File: config.mk
export PLATFORM = sky130hd
export DESIGN_NAME = asr_cascade
export DESIGN_NICKNAME = d
export VERILOG_FILES = /design/src/rtl/asr_pkg.sv /design/src/rtl/asr_mux2.sv /design/src/rtl/asr_stage.sv /design/src/rtl/asr_cascade.sv
export SDC_FILE = /design/constraint.sdc
export NUM_CORES = 1
export LEC_CHECK = 0
export BUFFER_PORTS_ARGS = -buffer_cell sky130_fd_sc_hd__buf_2
export CAP_MARGIN = 20
export CELL_PAD_IN_SITES_DETAIL_PLACEMENT = 1
export CELL_PAD_IN_SITES_GLOBAL_PLACEMENT = 1
export CORE_MARGIN = 3
export CORE_UTILIZATION = 38
export DETAILED_ROUTE_END_ITERATION = 6
export PLACE_DENSITY_LB_ADDON = 0.1
export SLEW_MARGIN = 25
export SYNTH_ARGS = -nofsm -noshare
export SYNTH_HDL_FRONTEND = slang
export SYNTH_SLANG_ARGS = --single-unit
export TNS_END_PERCENT = 20
File: constraint.sdc
create_clock -name vclk -period 2.77
set_input_delay 0.6925 -clock vclk [all_inputs]
set_output_delay 0.6925 -clock vclk [all_outputs]
set_load 0.02 [all_outputs]
File: src/rtl/asr_pkg.sv
package asr_pkg;

  function automatic bit is_pow2(input int unsigned v);
    return (v != 0) && ((v & (v - 1)) == 0);
  endfunction

endpackage

File: src/rtl/asr_mux2.sv
module asr_mux2 (
  input  logic keep_bit,
  input  logic moved_bit,
  input  logic pick_moved,
  output logic result
);
  assign result = pick_moved ? moved_bit : keep_bit;
endmodule

File: src/rtl/asr_stage.sv
module asr_stage #(
  parameter int unsigned WIDTH = 32,
  parameter int unsigned DIST  = 1
) (
  input  logic [WIDTH-1:0] din,
  input  logic             sel,
  input  logic             fill,
  output logic [WIDTH-1:0] dout
);
  localparam int unsigned KEEP = WIDTH - DIST;

  for (genvar j = 0; j < WIDTH; j++) begin : g_bit
    if (j < KEEP) begin : g_inner
      asr_mux2 u_mux (
        .keep_bit  (din[j]),
        .moved_bit (din[j+DIST]),
        .pick_moved(sel),
        .result    (dout[j])
      );
    end else begin : g_edge
      asr_mux2 u_mux (
        .keep_bit  (din[j]),
        .moved_bit (fill),
        .pick_moved(sel),
        .result    (dout[j])
      );
    end
  end

  always_comb begin
    if (!sel) begin
      assert_stage_pass_R7: assert (dout == din);
    end else begin
      for (int j = KEEP; j < WIDTH; j++) begin
        assert_stage_fill_R7: assert (dout[j] == fill);
      end
    end
  end
endmodule

File: src/rtl/asr_cascade.sv
module asr_cascade #(
  parameter int unsigned WIDTH = 32,
  localparam int unsigned SHW  = $clog2(WIDTH)
) (
  input  logic [WIDTH-1:0] data_in,
  input  logic [SHW-1:0]   shift_amt,
  output logic [WIDTH-1:0] data_out
);
  import asr_pkg::*;

  localparam logic [WIDTH-1:0] ALL_ONES = {WIDTH{1'b1}};

  logic [WIDTH-1:0] lane [SHW+1];
  logic             sign_bit;

  assign sign_bit = data_in[WIDTH-1];
  assign lane[0]  = data_in;

  for (genvar i = 0; i < SHW; i++) begin : g_stage
    asr_stage #(
      .WIDTH(WIDTH),
      .DIST (1 << i)
    ) u_stage (
      .din (lane[i]),
      .sel (shift_amt[i]),
      .fill(sign_bit),
      .dout(lane[i+1])
    );
  end

  assign data_out = lane[SHW];

  initial begin
    assert_width_pow2_R1: assert (is_pow2(WIDTH) && WIDTH >= 2);
  end

  always_comb begin
    assert_sign_kept_R3: assert (data_out[WIDTH-1] == data_in[WIDTH-1]);
    if (shift_amt == '0) begin
      assert_zero_shift_R2: assert (data_out == data_in);
    end
    if (data_in == ALL_ONES) begin
      assert_ones_stay_R4: assert (data_out == ALL_ONES);
    end
    if (data_in == '0) begin
      assert_zero_stays_R5: assert (data_out == '0);
    end
  end
endmodule

## Word level (Yosys, flattened, before mapping)

Cells that the tools add are included.

- Multiplexer cells: 155

Operator list:

| cell | count |
|---|---|
| 1-bit 2-to-1 mux | 155 |

- Output and inout bits: 32
- Input bits: 37
- Register bits: 0
- Word-level logic and storage cells: 155

## Logic depth before layout (Yosys ltp)

Gate-level depths: netlist of the first run.

- Depth after elaboration: 5
- Depth in mapped cells: 9
- Depth with buffers taken out: 4

## Cells and area by module

A second synthesis of the first run with hierarchy kept.

- Cells, all modules: 160
- Area total of the unflattened synthesis: 2402.3 um2

By module, submodules not included:

| module | cells an instance | sequential area each (um2) | instances | area each (um2) |
|---|---|---|---|---|
| asr_mux2 | 1 | 0.0 | 160 | 15.0 |

## Worst setup path before layout of the first run

No wires, ideal clock.

- Path kind: in2out
- From: input port shift_amt[1]
- To: output port data_out[3]
- Required time: 2078 ps
- Stages: 6
- Buffers on the path: 2
- Arrival time: 2240 ps
- Path slack: -162 ps
- Cell sequence: buf_6 > mux4_1 > mux2_2 > a222oi_1 > o31ai_1 > buf_4

- Cells in the longest elaborated chain, start to end: 4
- Elaborated cells between the ends (all ways): 14
- Those cells by class: mux (14)

RTL lines:

| what | RTL line | text |
|---|---|---|
| start: declaration | asr_cascade.sv:6 | `input logic [SHW-1:0] shift_amt,` |
| 1-bit 2-to-1 mux (3 in a row) | asr_mux2.sv:7 | `assign result = pick_moved ? moved_bit : keep_bit;` |
| 1-bit 2-to-1 mux * | asr_mux2.sv:7 |  |
| end: declaration | asr_cascade.sv:7 | `output logic [WIDTH-1:0] data_out` |

Every way passes the cells marked *; elsewhere a longest branch is shown, timed or not.

## Final worst setup path of the first run

Ends and elaborated chain as after synthesis.

==> results of run 1 <==
-- worst max-delay path by stage --
| stage | slack, ns | to | cells past startpoint |
|---|---|---|---|
| after global routing | -0.39 | data_out[3] | 6 |
| final | -0.42 | data_out[3] | 6 |
| after detailed placement | -0.59 | data_out[5] | 7 |
| after CTS | -0.31 | data_out[3] | 6 |
| after global placement | -0.55 | data_out[5] | 7 |
| after floorplan | -0.09 | data_out[0] | 7 |
-- synthesized netlist by cell type, types with 2 or more instances --
cell        n
nor2_1     17
a222oi_1    2
o31a_1      2
or2_2       2
a21oi_1     4
mux2i_1    24
inv_1       5
o31ai_1     5
buf_2       4
buf_6       6
mux4_1      5
a211o_1     3
o2bb2ai_1   2
a21boi_0    2
mux2_2     20
o21ai_0    15
mux4_2     28
nand2b_1    4
o221ai_1    5
and3_1      2
a21bo_2     2
o211ai_1    6
a2bb2oi_1   2
a221oi_1    5
buf_4      37
nand2_1    20
a211oi_1    2
nor3_1      4
clkbuf_1    6
-- stage by stage --
step / setup TNS [ns] / instances / total power [uW] / hold slack (ns) / setup slack (ns)
after floorplan: -0.508 / 266 / 490 / 1.50 / -0.0939
after CTS: -4.30 / 451 / 767 / 1.88 / -0.306
final: -4.88 / 455 / 835 / 1.90 / -0.419
after global placement: -10.98 / 447 / 710 / 1.88 / -0.555
after detailed placement: -12.03 / 447 / 725 / 1.88 / -0.591
after global routing: -6.66 / 455 / 883 / 1.89 / -0.386
-- power by group --
part | internal [uW] | switching [uW] | leakage (uW)
sequential | 0 | 0 | 0
combinational | 412 | 423 | 0.00162
clock | 0 | 0 | 0
-- metal layers --
| metal | track usage | share of wire | vias up | wire [um] |
|---|---|---|---|---|
| met3 | 0.00760 | 0.055 | 25 | 595 |
| met5 | 0 | 0 | - | 0 |
| met2 | 0.485 | 0.51 | 126 | 5550 |
| met4 | 0.0538 | 0.023 | 0 | 253 |
| li1 | - | - | 1261 | - |
| met1 | 0.387 | 0.41 | 1413 | 4420 |
-- area by class of cell --
| type | instances | area share |
|---|---|---|
| repair buffers | 171 | 0.358 |
| multi-input cells | 202 | 0.608 |
| inverters | 7 | 0.00740 |
| well taps | 75 | 0.0264 |
-- timing repair --
item / 4_1_cts / 5_1_grt
gates cloned: 1 / 0
gates resized for setup: 40 / 47
setup buffers: 3 / 4
hold buffers: 0 / 0
pin swaps: 3 / 6
endpoints found under the hold margin: 0 / 0
endpoints found under the setup margin: 31 / 31
-- logic make-up (layout without fill, tap and decap cells) --
group,count (synthesis),count (layout),synth area share
AOI/OAI and AO/OA,70,70,0.216
muxes,77,77,0.495
and+or+nand+nor,55,55,0.101
buffers and inverters,64,178,0.188
==> impl_metrics.tcl, run 1 <==
set metrics [dict create \
    area_delta_synth_final_pct 43.2 \
    syn_area_per_cell_um2 9.31 \
    initial_core_util 0.404 \
    crit_path_start "shift_amt[1]" \
    drive_gt1_frac 0.663 \
    synth.distinct_cells 54 \
    rsz0062_at_grt "yes" \
    crit_path_end_kind "primary output" \
    fp.dieW_um 86.7 \
    ys_seq_area_frac 0 \
    hpwl_um 8450 \
    slowest_delay_ns 0.53 \
    setup_viol 27 \
    coreArea_um2 6130 \
    first_global_vias 2964 \
    leakage_uw 0.00162 \
    syn_area_um2 2480 \
    critPathSlowestCell "mux4_2" \
    routed_wl_um 10800 \
    dr.pass1.iters 5 \
    design.die.area_um2 7520 \
    worstPathArrival_ns 2.50 \
    antenna_found_initial 0 \
    power_density_nw_per_um2 235 \
    hold_viol_final 0 \
    hold_path_class "in2out" \
    drt_iter0_markers 167 \
    grt_pass1_wl_um 16400 \
    path_cells "buf_12, mux4_2, mux2_4, a222oi_1, o31ai_1, buf_2" \
    multi_input_area_um2 2160 \
    placed_area_um2 3190 \
    fin_crit_sh 1.15 \
    yosysWarnings 0 \
    slew_headroom 0.641 \
    n_sequential_cell 0 \
    yosysTopAreaCell "mux4_2" \
    cp_max_fo 5 \
    grt_overflow 0 \
    syn_inst 266 \
    core.rowCount 28 \
    drc 0 \
    maxCapViolations 0 \
    fmax_ghz 0.314 \
    wl_per_cell_um 23.8 \
    cp_data_required_time_ns 2.08 \
    path_class "in2out" \
    fillers 712 \
    hp-start "data_in[31]" \
    vias 2825 \
    fin_util 0.579 \
    grt.total_usage 0.278 \
    hold_path_depth 3 \
    violations "negative setup slack" \
    final_nets 419 \
    postRouteAntennaNets 0 \
    peakVddDrop_v 0.000114 \
    final_cell_mix "100 x buf_4, 54 x buf_2, 32 x mux4_2, 20 x nand2_1, 20 x mux2i_1" \
    ff_latch_area_um2 0 \
    fin_ws_ns -0.419 \
    grt_max_degree 19 \
    final_common_cell "buf_4" \
    avgViaCountPerCell 6.21 \
    status "complete, but fails checks" \
    cp_top_family "multiplexers" \
    gp_congestion 0.891 \
    slew_viol_final 0 \
    start_kind "primary input" \
    synth_area_leaders "mux4_2 25%, buf_4 11%, mux2i_1 9.7%" \
    synth_top_area_frac 0.255 \
    syn-num-nets 303 \
    stdcell_area_um2 3550 \
    fin_crit_ns 3.19 \
    worst_pin_slew_ns 0.538 \
    n_antenna_cell 0 \
    path_buf_inv 2 \
    whs_endpoint "data_out[31]" \
    n_clock_buffer 0 \
    die_h_um 86.7 \
    io_pins 69 \
    portBuffers 69 \
]
Power figures use the tool's default switching activity.
==> inputs of run 2 (changes only) <==
--- a/config.mk
+++ b/config.mk
@@ -10,9 +10,9 @@
 export CELL_PAD_IN_SITES_DETAIL_PLACEMENT = 1
 export CELL_PAD_IN_SITES_GLOBAL_PLACEMENT = 1
 export CORE_MARGIN = 3
-export CORE_UTILIZATION = 38
+export CORE_UTILIZATION = 42
 export DETAILED_ROUTE_END_ITERATION = 6
-export PLACE_DENSITY_LB_ADDON = 0.1
+export PLACE_DENSITY = 0.92
 export SLEW_MARGIN = 25
 export SYNTH_ARGS = -nofsm -noshare
 export SYNTH_HDL_FRONTEND = slang
==> constraint.sdc (replaced) <==
create_clock -name vclk -period 3.1
set_input_delay 0.775 -clock vclk [all_inputs]
set_output_delay 0.775 -clock vclk [all_outputs]
set_load 0.02 [all_outputs]
==> impl_metrics.tcl, run 2 (same netlist as run 1, synthesis figures left out) <==
set metrics [dict create \
    p_comb_frac 1.000 \
    p_int_uw 325 \
    critPathSlowestCell "mux4_2" \
    cp_max_fo 5 \
    n_clock_buffer 0 \
    routed_wl_um 11000 \
    coreArea_um2 5610 \
    grt_overflow 0 \
    setup_viol 21 \
    multi_input_area_um2 2100 \
    grt.busiest_layer "met2" \
    fin_crit_ns 3.33 \
    fin_util 0.577 \
    use_met1 0.380 \
    violations "negative setup slack" \
    drc 0 \
    setup_tns_ns -1.56 \
    worstPathArrival_ns 2.56 \
    cp_top_family "multiplexers" \
    slew_viol_final 0 \
    fin_crit_sh 1.07 \
    vias 2850 \
    drive_gt1_frac 0.616 \
    final_common_cell "buf_4" \
    io_pins 69 \
    slew_headroom 0.690 \
    leakage_uw 0.00145 \
    path_buf_inv 2 \
    grt_pass1_wl_um 17600 \
    p_sw_frac 0.534 \
    postRouteAntennaNets 0 \
    peakVddDrop_v 0.000115 \
    status "complete, but fails checks" \
    hold_path_class "in2out" \
    pwr-share-clk 0 \
    fin_ws_ns -0.232 \
    fp.dieW_um 82.8 \
    slowest_delay_ns 0.50 \
    dr.pass1.iters 7 \
    ff_latch_area_um2 0 \
    n_antenna_cell 0 \
    final_nets 393 \
    design.die.area_um2 6860 \
    gp_congestion 1.01 \
    first_global_vias 3105 \
    grt.total_usage 0.317 \
    fmax_ghz 0.300 \
    path_class "in2out" \
    die_h_um 82.8 \
    rsz0062_at_grt "yes" \
    hold_viol_final 0 \
    grtUsageMet2 0.552 \
    hpwl_um 8720 \
    area_delta_synth_final_pct 30.6 \
    drt_iter0_markers 276 \
    worst_pin_slew_ns 0.464 \
    initial_core_util 0.442 \
    start_kind "primary input" \
    path_cells "buf_2, mux4_2, mux2_4, a222oi_1, o31ai_1, buf_2" \
    portBuffers 69 \
    dp_slack_ns -0.360 \
    power_density_nw_per_um2 216 \
    p_switching_uw 373 \
    final_cell_mix "73 x buf_4, 61 x buf_2, 32 x mux4_2, 20 x mux2i_1, 19 x nand2_1" \
    core.rowCount 27 \
    grtUsageMet3 0.0575 \
    holdBufCountCts 0 \
    maxCapViolations 0 \
    p_seq_frac 0 \
    grt_max_degree 31 \
    fillers 676 \
    n_sequential_cell 0 \
    crit_top_cell "buf_2" \
    wl_per_cell_um 25.9 \
    antenna_found_initial 0 \
    crit_path_end_kind "primary output" \
    cp_data_required_time_ns 2.32 \
    avgViaCountPerCell 6.69 \
]
==> run 2: cell types whose count changed in the layout (fill, tap and decap cells not counted), sizes merged <==
cell and change:
buf -26
==> run 2: cell type report <==
type / instances / share of cell area
inverter: 7 / 0.00851
multi-input combinational: 202 / 0.650
tap: 72 / 0.0279
timing repair buffer: 145 / 0.314
==> run 2: stage by stage <==
| step | area, um^2 | instances | hold WS, ns | total power (uW) |
|---|---|---|---|---|
| floorplan | 2480 | 266 | 1.66 | 433 |
| global placement | 3050 | 423 | 1.87 | 593 |
| detailed placement | 3050 | 423 | 1.86 | 627 |
| CTS | 3180 | 425 | 1.86 | 665 |
| global route | 3230 | 426 | 1.88 | 735 |
| finish | 3230 | 426 | 1.87 | 698 |
==> run 2: power by group through the flow <==
| stage | registers [uW] | clock network, uW | logic, uW |
|---|---|---|---|
| floorplan | 0 | 0 | 433 |
| global route | 0 | 0 | 735 |
| CTS | 0 | 0 | 665 |
| finish | 0 | 0 | 698 |
| detailed placement | 0 | 0 | 627 |
| global placement | 0 | 0 | 593 |
==> run 2: routing by layer <==
layer,vias up,part of all wire
met5,-,0
met4,0,0.042
met3,46,0.074
met2,182,0.49
met1,1400,0.39
li1,1222,-
==> run 2: final timing paths <==
| path | from | to | slack (ns) | cells after the start |
|---|---|---|---|---|
| worst max-delay path | data_in[17] | data_out[3] | -0.23 | 6 |
| worst min-delay path | data_in[31] | data_out[31] | 1.87 | 2 |
==> run 2: timing repair <==
item | CTS | global route
buffers inserted | 3 | 1
setup endpoints to repair | 30 | 26
resized for setup | 40 | 12
pin swaps | 6 | 2
==> inputs of run 3 (changes only) <==
--- a/config.mk
+++ b/config.mk
@@ -5,14 +5,15 @@
 export SDC_FILE = /design/constraint.sdc
 export NUM_CORES = 1
 export LEC_CHECK = 0
+export ABC_AREA = 1
 export BUFFER_PORTS_ARGS = -buffer_cell sky130_fd_sc_hd__buf_2
 export CAP_MARGIN = 20
 export CELL_PAD_IN_SITES_DETAIL_PLACEMENT = 1
 export CELL_PAD_IN_SITES_GLOBAL_PLACEMENT = 1
 export CORE_MARGIN = 3
-export CORE_UTILIZATION = 42
+export CORE_UTILIZATION = 36
 export DETAILED_ROUTE_END_ITERATION = 6
-export PLACE_DENSITY = 0.92
+export PLACE_DENSITY = 0.95
 export SLEW_MARGIN = 25
 export SYNTH_ARGS = -nofsm -noshare
 export SYNTH_HDL_FRONTEND = slang
==> constraint.sdc (replaced) <==
create_clock -name vclk -period 4
set_input_delay 1 -clock vclk [all_inputs]
set_output_delay 1 -clock vclk [all_outputs]
set_load 0.02 [all_outputs]
==> impl_metrics.tcl, run 3 <==
set metrics [dict create \
    rsz0062_at_grt "no" \
    cp_top_family "buffers and inverters" \
    path_cells "buf_2, buf_4, nand2_1, nand3_1, nand3_1, nand2_1, nand2_1, nand2_1, nand2_1, nand2_1, buf_2" \
    synth.area.mux_share 0 \
    crit_top_cell "nand2_1" \
    n_antenna_cell 0 \
    yosysWarnings 0 \
    worst_pin_slew_ns 0.549 \
    drive_gt1_frac 0.212 \
    path_buf_inv 3 \
    total_power_uw 347 \
    post_cts_buffers 0 \
    fin_util 0.400 \
    slew_headroom 0.634 \
    final_cell_mix "178 x nand3_1, 154 x nand2_1, 69 x buf_2, 7 x buf_4" \
    leakage_uw 0.00123 \
    portBuffers 69 \
    power_density_nw_per_um2 165 \
    start_kind "primary input" \
    grtUsageMet2 0.454 \
    yosysMostFrequentCell "nand3_1" \
    maxCapViolations 0 \
    cp_max_fo 18 \
    syn-num-nets 452 \
    synth_area_leaders "nand3_1 44%, nand2_1 28%, buf_4 13%" \
    yosysTopAreaCell "nand3_1" \
    slew_viol_final 0 \
    io_pins 69 \
    cp_data_required_time_ns 3.00 \
    die_h_um 81.2 \
    grt_pass1_wl_um 12800 \
    design.die.area_um2 6590 \
    peakVddDrop_v 0.0000665 \
    use_met1 0.271 \
    grtUsageMet3 0.0200 \
    synth.distinct_cells 13 \
    core.rowCount 26 \
    synth_commonest_cells "178 x nand3_1, 154 x nand2_1, 35 x buf_4" \
    syn_inst 415 \
    postRouteAntennaNets 0 \
    setup_viol 0 \
    synth_top_family_by_area "simple AND/OR/NAND/NOR gates" \
    synthXorXnorAreaFrac 0 \
    drc 0 \
    fillers 836 \
    initial_core_util 0.386 \
    setup_tns_ns 0 \
    fp.dieW_um 81.2 \
    vias 2882 \
    multi_input_area_um2 1570 \
    ys_seq_area_frac 0 \
    synth_top_area_frac 0.438 \
    crit_path_end_kind "primary output" \
    final_common_cell "nand3_1" \
    wl_per_cell_um 15.9 \
    holdBufCountCts 0 \
    critPathSlowestCell "buf_2" \
    grt_max_degree 34 \
    status "finished, final reports clean" \
    drt_iter0_markers 209 \
    grt.total_usage 0.242 \
    grt.busiest_layer "met2" \
    dr.pass1.iters 4 \
    worstPathArrival_ns 2.48 \
    fin_crit_sh 0.870 \
    path_class "in2out" \
    coreArea_um2 5270 \
    n_clock_buffer 0 \
    cts-resized-gates 0 \
    fin_crit_ns 3.48 \
    avgViaCountPerCell 5.78 \
    yosys.area_share.simple 0.770 \
    gp_congestion 0.942 \
    synth-adder-area-share 0 \
    n_sequential_cell 0 \
    syn_area_um2 2030 \
    fmax_ghz 0.287 \
    hold_viol_final 0 \
    hold_path_class "in2out" \
    area_delta_synth_final_pct 3.57 \
    routed_wl_um 7950 \
    hpwl_um 6440 \
    first_global_vias 2858 \
    final_nets 468 \
    slowest_delay_ns 0.30 \
    ff_latch_area_um2 0 \
    syn_area_per_cell_um2 4.90 \
    antenna_found_initial 0 \
    grt_overflow 0 \
    synth_compound_area_frac 0 \
]
run 3: cell families (layout without fill, tap and decap cells):
kind of cell  Yosys count  in the layout
buf+inv                71             85
simple gates          344            344
run 3: metrics by stage:
step | instances | cell area, um^2 | hold slack, ns | worst slack [ns]
CTS | 499 | 2110 | 2.31 | 0.556
detailed placement | 499 | 2110 | 2.31 | 0.560
finish | 499 | 2110 | 2.30 | 0.521
global route | 499 | 2110 | 2.32 | 0.377
global placement | 499 | 2110 | 2.30 | 0.639
floorplan | 415 | 2030 | 2.11 | 1.09
run 3: power breakdown:
part / internal [uW] / leakage [uW] / switching, uW / total (uW)
sequential: 0 / 0 / 0 / 0
clock: 0 / 0 / 0 / 0
combinational: 111 / 0.00123 / 236 / 347
run 3: final timing paths:
path                    startpoint            to  slack, ns  cells past startpoint
worst min-delay path   data_in[31]  data_out[31]       2.30                      2
worst max-delay path  shift_amt[0]   data_out[0]       0.52                     11
run 3: area by class of cell:
| type | count | share of cell area |
|---|---|---|
| multi-input cells | 344 | 0.743 |
| repair buffers | 77 | 0.198 |
| well taps | 70 | 0.0416 |
| inverters | 8 | 0.0166 |
run 3: layer usage:
| metal | vias to the layer above | wire, um |
|---|---|---|
| li1 | 1390 | - |
| met1 | 1345 | 3060 |
| met2 | 112 | 4010 |
| met3 | 35 | 480 |
| met4 | 0 | 401 |
| met5 | - | 0 |
